===== src/rtl/psw_pkg.sv =====
`timescale 1ns/1ps
package psw_pkg;

    localparam int FLAG_W = 16;
    localparam int BYTE_W = 8;
    localparam int NSTAT  = 6;
    localparam int NCTL   = 3;

    // positions inside the flag word
    localparam int POS_CF = 0;
    localparam int POS_PF = 2;
    localparam int POS_AF = 4;
    localparam int POS_ZF = 6;
    localparam int POS_SF = 7;
    localparam int POS_TF = 8;
    localparam int POS_IF = 9;
    localparam int POS_DF = 10;
    localparam int POS_OF = 11;

    // operand bit whose carry-in reveals the nibble carry
    localparam int AUX_BIT = 4;

    localparam logic [FLAG_W-1:0] USED_MASK =
        FLAG_W'((1 << POS_CF) | (1 << POS_PF) | (1 << POS_AF) | (1 << POS_ZF) |
                (1 << POS_SF) | (1 << POS_TF) | (1 << POS_IF) | (1 << POS_DF) |
                (1 << POS_OF));
    localparam logic [FLAG_W-1:0] RSVD_VAL = FLAG_W'(16'h0002) & ~USED_MASK;

    // bit i of the packed struct matches update-mask bit i
    typedef struct packed {
        logic of_f;
        logic sf_f;
        logic zf_f;
        logic af_f;
        logic pf_f;
        logic cf_f;
    } stat_t;

    // bit i matches set/clear input bit i
    typedef struct packed {
        logic df_f;
        logic ie_f;
        logic tf_f;
    } ctl_t;

    function automatic logic even_ones8(input logic [BYTE_W-1:0] v);
        return ~(^v);
    endfunction

    function automatic stat_t word_to_stat(input logic [FLAG_W-1:0] w);
        stat_t s;
        s.cf_f = w[POS_CF];
        s.pf_f = w[POS_PF];
        s.af_f = w[POS_AF];
        s.zf_f = w[POS_ZF];
        s.sf_f = w[POS_SF];
        s.of_f = w[POS_OF];
        return s;
    endfunction

    function automatic ctl_t word_to_ctl(input logic [FLAG_W-1:0] w);
        ctl_t c;
        c.tf_f = w[POS_TF];
        c.ie_f = w[POS_IF];
        c.df_f = w[POS_DF];
        return c;
    endfunction

    function automatic logic [FLAG_W-1:0] build_word(input stat_t s, input ctl_t c);
        logic [FLAG_W-1:0] w;
        w         = RSVD_VAL;
        w[POS_CF] = s.cf_f;
        w[POS_PF] = s.pf_f;
        w[POS_AF] = s.af_f;
        w[POS_ZF] = s.zf_f;
        w[POS_SF] = s.sf_f;
        w[POS_OF] = s.of_f;
        w[POS_TF] = c.tf_f;
        w[POS_IF] = c.ie_f;
        w[POS_DF] = c.df_f;
        return w;
    endfunction

endpackage


===== src/rtl/psw_status_calc.sv =====
`timescale 1ns/1ps
module psw_status_calc
    import psw_pkg::*;
#(
    parameter int DATA_W = 16
) (
    input  logic              wide_i,
    input  logic              sub_i,
    input  logic [DATA_W-1:0] opa_i,
    input  logic [DATA_W-1:0] opb_i,
    input  logic [DATA_W-1:0] res_i,
    input  logic              carry_i,
    output stat_t             stat_o
);

    localparam int MSB_WORD = DATA_W - 1;
    localparam int MSB_BYTE = BYTE_W - 1;

    logic a_sgn, b_sgn, r_sgn;
    logic res_zero;
    logic unused_opnd;

    always_comb begin
        a_sgn = wide_i ? opa_i[MSB_WORD] : opa_i[MSB_BYTE];
        b_sgn = wide_i ? opb_i[MSB_WORD] : opb_i[MSB_BYTE];
        r_sgn = wide_i ? res_i[MSB_WORD] : res_i[MSB_BYTE];
        res_zero = wide_i ? (res_i == '0) : (res_i[MSB_BYTE:0] == '0);
    end

    always_comb begin
        stat_o.cf_f = carry_i;
        stat_o.pf_f = even_ones8(res_i[MSB_BYTE:0]);
        stat_o.af_f = opa_i[AUX_BIT] ^ opb_i[AUX_BIT] ^ res_i[AUX_BIT];
        stat_o.zf_f = res_zero;
        stat_o.sf_f = r_sgn;
        if (sub_i) begin
            stat_o.of_f = (a_sgn != b_sgn) && (r_sgn != a_sgn);
        end else begin
            stat_o.of_f = (a_sgn == b_sgn) && (r_sgn != a_sgn);
        end
    end

    assign unused_opnd = ^{opa_i, opb_i};

endmodule


===== src/rtl/psw_ctrl_trap.sv =====
`timescale 1ns/1ps
module psw_ctrl_trap
    import psw_pkg::*;
(
    input  logic            clk,
    input  logic            rst,
    input  logic            done_i,
    input  logic            load_i,
    input  ctl_t            load_ctl_i,
    input  logic [NCTL-1:0] set_i,
    input  logic [NCTL-1:0] clr_i,
    output ctl_t            ctl_o,
    output logic            trap_req_o
);

    ctl_t            ctl_q;
    logic [NCTL-1:0] base_v;
    logic [NCTL-1:0] wr_v;
    ctl_t            ctl_d;
    logic            armed_q;
    logic            armed_d;
    logic            fire;
    logic            trap_q;

    assign base_v = load_i ? NCTL'(load_ctl_i) : NCTL'(ctl_q);

    // clear beats set, both beat the load value
    for (genvar g = 0; g < NCTL; g++) begin : g_ctl_bit
        assign wr_v[g] = clr_i[g] ? 1'b0 : (set_i[g] ? 1'b1 : base_v[g]);
    end

    // one more completion after arming with the flag still on fires the trap
    assign fire = done_i && armed_q && ctl_q.tf_f;

    always_comb begin
        ctl_d = ctl_t'(wr_v);
        if (fire) begin
            ctl_d.tf_f = 1'b0;
        end
        armed_d = ctl_d.tf_f ? (done_i || armed_q) : 1'b0;
    end

    always_ff @(posedge clk) begin
        if (rst) begin
            ctl_q   <= '0;
            armed_q <= 1'b0;
            trap_q  <= 1'b0;
        end else begin
            ctl_q   <= ctl_d;
            armed_q <= armed_d;
            trap_q  <= fire;
        end
    end

    assign ctl_o      = ctl_q;
    assign trap_req_o = trap_q;

endmodule


===== src/rtl/psw_irq_step.sv =====
`timescale 1ns/1ps
module psw_irq_step
    import psw_pkg::*;
#(
    parameter int DATA_W = 16
) (
    input  ctl_t              ctl_i,
    input  logic              wide_i,
    input  logic              mask_irq_i,
    input  logic              nmi_i,
    input  logic              int_irq_i,
    output logic              take_irq_o,
    output logic              dir_dec_o,
    output logic [DATA_W-1:0] step_o
);

    localparam logic [DATA_W-1:0] STEP_BYTE = DATA_W'(1);
    localparam logic [DATA_W-1:0] STEP_WORD = DATA_W'(2);

    logic [DATA_W-1:0] mag;

    assign take_irq_o = nmi_i || int_irq_i || (mask_irq_i && ctl_i.ie_f);
    assign dir_dec_o  = ctl_i.df_f;
    assign mag        = wide_i ? STEP_WORD : STEP_BYTE;
    assign step_o     = ctl_i.df_f ? (DATA_W'(0) - mag) : mag;

endmodule


===== src/rtl/psw_flag_unit.sv =====
`timescale 1ns/1ps
module psw_flag_unit
    import psw_pkg::*;
#(
    parameter int DATA_W = 16
) (
    input  logic              clk,
    input  logic              rst,
    input  logic              done_i,
    input  logic              wide_i,
    input  logic              sub_i,
    input  logic [DATA_W-1:0] opa_i,
    input  logic [DATA_W-1:0] opb_i,
    input  logic [DATA_W-1:0] res_i,
    input  logic              carry_i,
    input  logic [5:0]        upd_mask_i,
    input  logic              load_i,
    input  logic [15:0]       load_word_i,
    input  logic [2:0]        ctl_set_i,
    input  logic [2:0]        ctl_clr_i,
    input  logic              mask_irq_i,
    input  logic              nmi_i,
    input  logic              int_irq_i,
    output logic [15:0]       flags_o,
    output logic              trap_req_o,
    output logic              take_irq_o,
    output logic              dir_dec_o,
    output logic [DATA_W-1:0] step_o
);

    stat_t             calc_s;
    logic [NSTAT-1:0]  calc_v;
    logic [NSTAT-1:0]  load_v;
    logic [NSTAT-1:0]  stat_q;
    logic [NSTAT-1:0]  stat_d;
    ctl_t              ctl_s;
    logic              unused_rsvd;

    psw_status_calc #(.DATA_W(DATA_W)) u_calc (
        .wide_i  (wide_i),
        .sub_i   (sub_i),
        .opa_i   (opa_i),
        .opb_i   (opb_i),
        .res_i   (res_i),
        .carry_i (carry_i),
        .stat_o  (calc_s)
    );

    assign calc_v = calc_s;
    assign load_v = word_to_stat(load_word_i);

    for (genvar g = 0; g < NSTAT; g++) begin : g_stat_bit
        assign stat_d[g] = load_i ? load_v[g] :
                           ((done_i && upd_mask_i[g]) ? calc_v[g] : stat_q[g]);
    end

    always_ff @(posedge clk) begin
        if (rst) begin
            stat_q <= '0;
        end else begin
            stat_q <= stat_d;
        end
    end

    psw_ctrl_trap u_ctl (
        .clk        (clk),
        .rst        (rst),
        .done_i     (done_i),
        .load_i     (load_i),
        .load_ctl_i (word_to_ctl(load_word_i)),
        .set_i      (ctl_set_i),
        .clr_i      (ctl_clr_i),
        .ctl_o      (ctl_s),
        .trap_req_o (trap_req_o)
    );

    psw_irq_step #(.DATA_W(DATA_W)) u_irq (
        .ctl_i      (ctl_s),
        .wide_i     (wide_i),
        .mask_irq_i (mask_irq_i),
        .nmi_i      (nmi_i),
        .int_irq_i  (int_irq_i),
        .take_irq_o (take_irq_o),
        .dir_dec_o  (dir_dec_o),
        .step_o     (step_o)
    );

    assign flags_o     = build_word(stat_t'(stat_q), ctl_s);
    assign unused_rsvd = ^(load_word_i & ~USED_MASK);

endmodule


===== config.mk =====
export PLATFORM = sky130hd
export DESIGN_NAME = psw_flag_unit
export DESIGN_NICKNAME = d
export VERILOG_FILES = /design/src/rtl/psw_pkg.sv /design/src/rtl/psw_status_calc.sv /design/src/rtl/psw_ctrl_trap.sv /design/src/rtl/psw_irq_step.sv /design/src/rtl/psw_flag_unit.sv
export SDC_FILE = /design/constraint.sdc
export NUM_CORES = 1
export LEC_CHECK = 0
export ABC_CLOCK_PERIOD_IN_PS = 1700
export BUFFER_PORTS_ARGS = -buffer_cell sky130_fd_sc_hd__buf_2
export CORE_ASPECT_RATIO = 1.75
export CORE_MARGIN = 2
export CORE_UTILIZATION = 31
export CTS_CLUSTER_SIZE = 20
export DETAILED_ROUTE_END_ITERATION = 12
export PLACE_DENSITY = 0.79
export SETUP_SLACK_MARGIN = 0.5
export SYNTH_ARGS = -nofsm -noshare
export SYNTH_HDL_FRONTEND = slang
export SYNTH_SLANG_ARGS = --single-unit

===== constraint.sdc =====
create_clock -name clk -period 1.7 [get_ports clk]
set_input_delay 0.34 -clock clk [delete_from_list [all_inputs] [get_ports clk]]
set_output_delay 0.34 -clock clk [all_outputs]
set_load 0.02 [all_outputs]

==> results.json, run 1 <==
{
  "cts_max_level": 1,
  "holdWs_ns": 0.253,
  "path_max_fanout": 3,
  "clk_pin_slew_ns": 0.05,
  "endpoint_kind": "output pin",
  "grt_max_degree": 18,
  "path_buf_inv": 1,
  "drtIter0Drc": 10,
  "design.core.area_um2": 2900,
  "grt_pass1_vias": 901,
  "hold_viol": 0,
  "dp_hpwl_um": 1980,
  "leakage_nw": 0.762,
  "gp_congestion": 0.706,
  "final.setup.tns_ns": 0,
  "antenna_left": 0,
  "die_w_um": 45.3,
  "cpMaxStageDelayCell": "dfxtp_4",
  "p_per_area_nw_per_um2": 588,
  "synth_cells": 111,
  "layout-drive-gt1-share": 0.617,
  "vias": 995,
  "slowest_delay_ns": 0.36,
  "wl_met1_um": 859,
  "fmax_mhz": 780,
  "syn_avg_cell_area_um2": 8.33,
  "max_cap_viol_count": 0,
  "wl_met3_um": 255,
  "synth_area_leaders": "dfxtp_1 (24%), buf_4 (18%), ha_1 (5.4%)",
  "cp_cell_sequence": "or2_4, buf_6",
  "setup_viol": 0,
  "post-route-min-period_ns": 1.28,
  "ys_seq_elements": 11,
  "numClockSinks": 11,
  "overflow": 0,
  "min_path_type": "in2reg",
  "final_cell_mix": "buf_2 (58), buf_6 (17), dfxtp_1 (9)",
  "die_h_um": 76.2,
  "final_util": 0.536,
  "finalPower_w": 0.000913,
  "nets": 271,
  "cts_hold_buf": 0,
  "route.detailed.wl_per_inst_um": 12.1,
  "vias_per_cell": 4.78,
  "grt_first_pass_wirelength_um": 3650,
  "final_common_cell": "buf_2",
  "fin_crit_sh": 0.755,
  "synth_top_area_share": 0.238,
  "rsz0062_at_grt": "yes",
  "synth_seq_area_share": 0.238,
  "wl_um": 2510,
  "worst_slack_ns": 0.417,
  "cts_tree": "done",
  "die-area_um2": 3450,
  "setup.worst_path.class": "reg2out",
  "fin_skew_ns": 0.000268,
  "dr.pass1.iters": 4,
  "final-max-slew-violation-count": 0,
  "cts_buffers": 3,
  "num_io_pins": 121,
  "ys_types": 33,
  "pre_cts_slack_ns": 0.222,
  "status": "finished, final reports clean",
  "ctsRootBufferMaster": "clkbuf_8",
  "met2_wirelength_um": 1380,
  "area_delta_synth_final_pct": 67.9,
  "critPathArrivalTime_ns": 0.94,
  "crit_family": "flip-flops",
  "clk_latency_ns": 0.23,
  "ir_drop_v": 0.000219,
  "start_util": 0.319,
  "clk_path_buf_depth": 2,
  "n_antenna_cell": 0,
  "yosys.area.top_type": "dfxtp_1",
  "synth_area_um2": 925,
  "ys_warn_count": 0,
  "numPortBuffers": 80,
  "critPathLaunchType": "register",
  "drc_errors": 0,
  "antenna_found_initial": 0,
  "top_layer": "met4",
  "num_rows": 26,
  "required_ns": 1.36,
  "grtUsageTotal": 0.142
}
power by group:
part	switching [W]	total [W]	internal, W
registers	0.00000978	0.000284	0.000274
logic	0.000181	0.000372	0.000191
clock network	0.0000932	0.000257	0.000164
total	0.000284	0.000913	0.000629
flip-flops by register name, indices dropped and copies added (netlist names):
signal and flops:
stat_q 6, u_ctl.ctl_o 3, u_ctl.armed_q 1, u_ctl.trap_req_o 1
cell usage after synthesis:
cell type / instances
and2b_2: 1
nand4_1: 1
mux2i_1: 2
nor2b_1: 6
buf_4: 22
o32ai_1: 1
nor3_1: 5
or2_2: 1
xor2_1: 2
clkbuf_1: 3
nand4bb_1: 1
a221oi_1: 1
a21oi_1: 5
xnor2_1: 5
ha_1: 4
nand2_1: 2
a211o_1: 1
a211oi_1: 4
and4b_1: 1
or3_1: 1
conb_1: 2
nor4_4: 1
nor2_1: 3
dfxtp_1: 11
mux2_2: 1
a311oi_1: 3
nor3b_1: 1
inv_1: 11
nand3_1: 2
a221oi_2: 1
nor4_2: 1
o21ai_0: 2
a21boi_0: 3
path summary, 6_finish.rpt:
path                                 end                         from  cells past startpoint  slack (ns)
max reg2reg  u_ctl.ctl_o[2]$_SDFFE_PP0P_  u_ctl.ctl_o[2]$_SDFFE_PP0P_                      4        0.66
min reg2reg     u_ctl.armed_q$_SDFF_PP0_     u_ctl.armed_q$_SDFF_PP0_                      2        0.52
min          u_ctl.ctl_o[1]$_SDFFE_PP0P_                 ctl_clr_i[1]                      2        0.25
max                            step_o[1]  u_ctl.ctl_o[2]$_SDFFE_PP0P_                      2        0.42
final cells by class:
| cell class | instances | area [um^2] |
|---|---|---|
| Multi-Input combinational cell | 69 | 579 |
| Sequential cell | 11 | 225 |
| Clock buffer | 4 | 45.0 |
| Inverter | 11 | 58.8 |
| Fill cell | 275 | 1340 |
| Timing Repair Buffer | 85 | 609 |
| Tap cell | 28 | 35.0 |
layer usage:
metal / up-vias / global-route usage
met5: - / 0
met4: 0 / 0.0618
met3: 2 / 0.0332
met2: 66 / 0.276
met1: 433 / 0.122
li1: 494 / -
cells by family after synthesis:
logic type,count (synthesis),synth area share
buffers and inverters,36,0.235
AND/OR/NAND/NOR,27,0.196
other,2,0.00812
AO/OA/AOI/OAI,21,0.168
adder cells (fa/ha/maj),4,0.0541
flip-flops,11,0.238
multiplexers,3,0.0338
XOR/XNOR,7,0.0663
timing repair:
| item | CTS | global route |
|---|---|---|
| pin swaps | 1 | 8 |
| gates cloned | 0 | 1 |
| gates resized for setup | 27 | 26 |
| setup buffers | 2 | 0 |
| endpoints found under the hold margin | 0 | 0 |
| endpoints found under the setup margin | 19 | 20 |
through the flow:
step	cell area, um^2	instances
after floorplan	1020	116
after detailed placement	1300	201
after global routing	1550	208
after global placement	1300	201
after CTS	1430	207
final	1550	208
Power figures use the tool's default switching activity.
==> run 2: changes to the inputs <==
ABC_AREA = 1   (was not set)
ABC_CLOCK_PERIOD_IN_PS = 1250   (was 1700)
CORE_UTILIZATION = 32   (was 31)
PLACE_DENSITY = 0.8   (was 0.79)
clock period = 1.25 ns   (was 1.7 ns; I/O delays follow)
==> results.json, run 2 <==
{
  "antenna_found_initial": 0,
  "grt_first_pass_wirelength_um": 4440,
  "rsz0062_at_grt": "yes",
  "post-route-min-period_ns": 1.20,
  "fin_area_um2": 1800,
  "final-max-slew-violation-count": 0,
  "numPortBuffers": 80,
  "async_reset_ff_frac": 0,
  "max_cap_viol_count": 0,
  "ctsRootBufferMaster": "clkbuf_8",
  "drc_errors": 0,
  "num_rows": 26,
  "dr.pass1.iters": 4,
  "setup_viol": 0,
  "required_ns": 1.00,
  "drtIter0Drc": 9,
  "ys_seq_elements": 11,
  "grt_pass1_vias": 1163,
  "cpMaxStageDelayCell": "dfxtp_4",
  "fin_crit_sh": 0.959,
  "pre_cts_slack_ns": 0.0252,
  "clk_latency_ns": 0.23,
  "hold_viol": 0,
  "largest_reg_flops": 6,
  "synth_seq_area_share": 0.227,
  "leakage_nw": 0.925,
  "min_path_type": "in2reg",
  "design.core.area_um2": 2900,
  "ys_warn_count": 0,
  "synthFlopType": "dfxtp_1",
  "regMostFlops": "stat_q",
  "fmax_mhz": 834,
  "layout-drive-gt1-share": 0.647,
  "grt_max_degree": 12,
  "synth_area_um2": 968,
  "clk_path_buf_depth": 2,
  "final_cell_mix": "buf_2 (41), buf_6 (37), nand2_1 (22)",
  "synth_top_area_share": 0.227,
  "antenna_left": 0,
  "synth_edf_count": 0,
  "nets": 312,
  "gp_congestion": 0.696,
  "critPathArrivalTime_ns": 0.95,
  "grtUsageTotal": 0.164,
  "fin_cells": 249,
  "p_per_area_nw_per_um2": 749,
  "clk_pin_slew_ns": 0.05,
  "cts_tree": "done",
  "path_max_fanout": 4,
  "cts_max_level": 1,
  "area_delta_synth_final_pct": 85.4,
  "dpl_cell_area_um2": 1320,
  "overflow": 0,
  "yosys.area.top_type": "dfxtp_1",
  "die_h_um": 76.8,
  "synth_area_leaders": "dfxtp_1 (23%), buf_4 (17%), nand2_1 (12%)",
  "die-area_um2": 3500,
  "final.setup.tns_ns": 0,
  "dp_hpwl_um": 2010,
  "place_inst": 235,
  "slowest_delay_ns": 0.36,
  "syn_avg_cell_area_um2": 6.54,
  "synth_cells": 148,
  "worst_slack_ns": 0.0516,
  "numClockSinks": 11,
  "start_util": 0.334,
  "endpoint_kind": "output pin",
  "ys_types": 26,
  "die_w_um": 45.6,
  "fillCellCount": 249,
  "yosys.cell_count.top_type": "nand2_1",
  "n_antenna_cell": 0,
  "setup.worst_path.class": "reg2out",
  "vias": 1185,
  "num_io_pins": 121,
  "vias_per_cell": 4.76,
  "fin_skew_ns": 0.000101,
  "critPathLaunchType": "register",
  "wl_um": 2980,
  "ir_drop_v": 0.000460,
  "status": "finished, final reports clean",
  "route.detailed.wl_per_inst_um": 12.0,
  "cts_buffers": 3,
  "synthTopCellsByCount": "nand2_1 (31), buf_4 (22), inv_1 (18), nor2_1 (13)",
  "cp_cell_sequence": "or2_4, buf_6",
  "final_common_cell": "buf_2"
}
[run 2: cell types whose count changed after synthesis, sizes merged, moves of 5 or more]
cell / change
inv: +9
nand2: +33
nand3: +10
nor2: +10
nor2b: -6
nor3: -5
[run 2: final timing paths]
path | startpoint | to | slack, ns | cells past startpoint
worst max-delay path | u_ctl.ctl_o[2]$_SDFFE_PP0P_ | step_o[1] | 0.05 | 2
worst min register to register | stat_q[0]$_SDFFE_PP0P_ | stat_q[0]$_SDFFE_PP0P_ | 0.48 | 2
worst max register to register | u_ctl.ctl_o[2]$_SDFFE_PP0P_ | u_ctl.ctl_o[2]$_SDFFE_PP0P_ | 0.42 | 3
worst min-delay path | ctl_clr_i[2] | u_ctl.ctl_o[2]$_SDFFE_PP0P_ | 0.17 | 2
[run 2: layer usage]
layer / global-route usage / vias up / routed length (um)
met5: 0 / - / 0
met2: 0.328 / 61 / 1730
met1: 0.158 / 538 / 1010
met3: 0.0329 / 0 / 237
li1: - / 586 / -
met4: 0.0265 / 0 / 0
[run 2: what timing repair did]
action / 4_1_cts / 5_1_grt
setup endpoints to repair: 32 / 36
gates resized for setup: 73 / 41
gates cloned: 1 / 0
pin swaps: 12 / 20
buffers inserted: 5 / 4
hold buffers: 0 / 0
[run 2: kinds of logic after synthesis]
| kind of cell | after synthesis | synth area share |
|---|---|---|
| and+or+nand+nor | 64 | 0.295 |
| buffers and inverters | 46 | 0.280 |
| AOI/OAI and AO/OA | 18 | 0.111 |
| DFF | 11 | 0.227 |
| adders and majority gates | 4 | 0.0517 |
| xor gates and xnor gates | 3 | 0.0271 |
| other | 2 | 0.00775 |
[run 2: per-stage QoR]
step,total power [W],hold WS [ns],utilization
5_1_grt,0.00143,0.174,0.620
3_3_place_gp,0.000814,0.402,0.455
4_1_cts,0.00129,0.158,0.563
2_1_floorplan,0.000736,0.313,-
6_report,0.00134,0.169,0.620
3_5_place_dp,0.000824,0.405,0.455
[run 2: critical path: cells and delay by family (launching register included)]
| family | cells | cell delay [ns] |
|---|---|---|
| buffers and inverters | 1 | 0.13 |
| and+or+nand+nor | 1 | 0.23 |
| DFF | 1 | 0.36 |
[run 2: area by class of cell]
class | instances | area [um^2] | area share
inverters | 20 | 120 | 0.0669
repair inverters | 1 | 6.26 | 0.00348
multi-input cells | 96 | 607 | 0.338
flip-flops and latches | 11 | 235 | 0.131
repair buffers | 89 | 747 | 0.416
well taps | 28 | 35.0 | 0.0195
clock buffers | 4 | 45.0 | 0.0251
[run 2: power breakdown]
part | leakage [nW] | switching [W] | total, W | internal, W
sequential | 0.0945 | 0.0000175 | 0.000393 | 0.000376
combinational | 0.808 | 0.000295 | 0.000597 | 0.000302
clock | 0.0228 | 0.000130 | 0.000354 | 0.000224
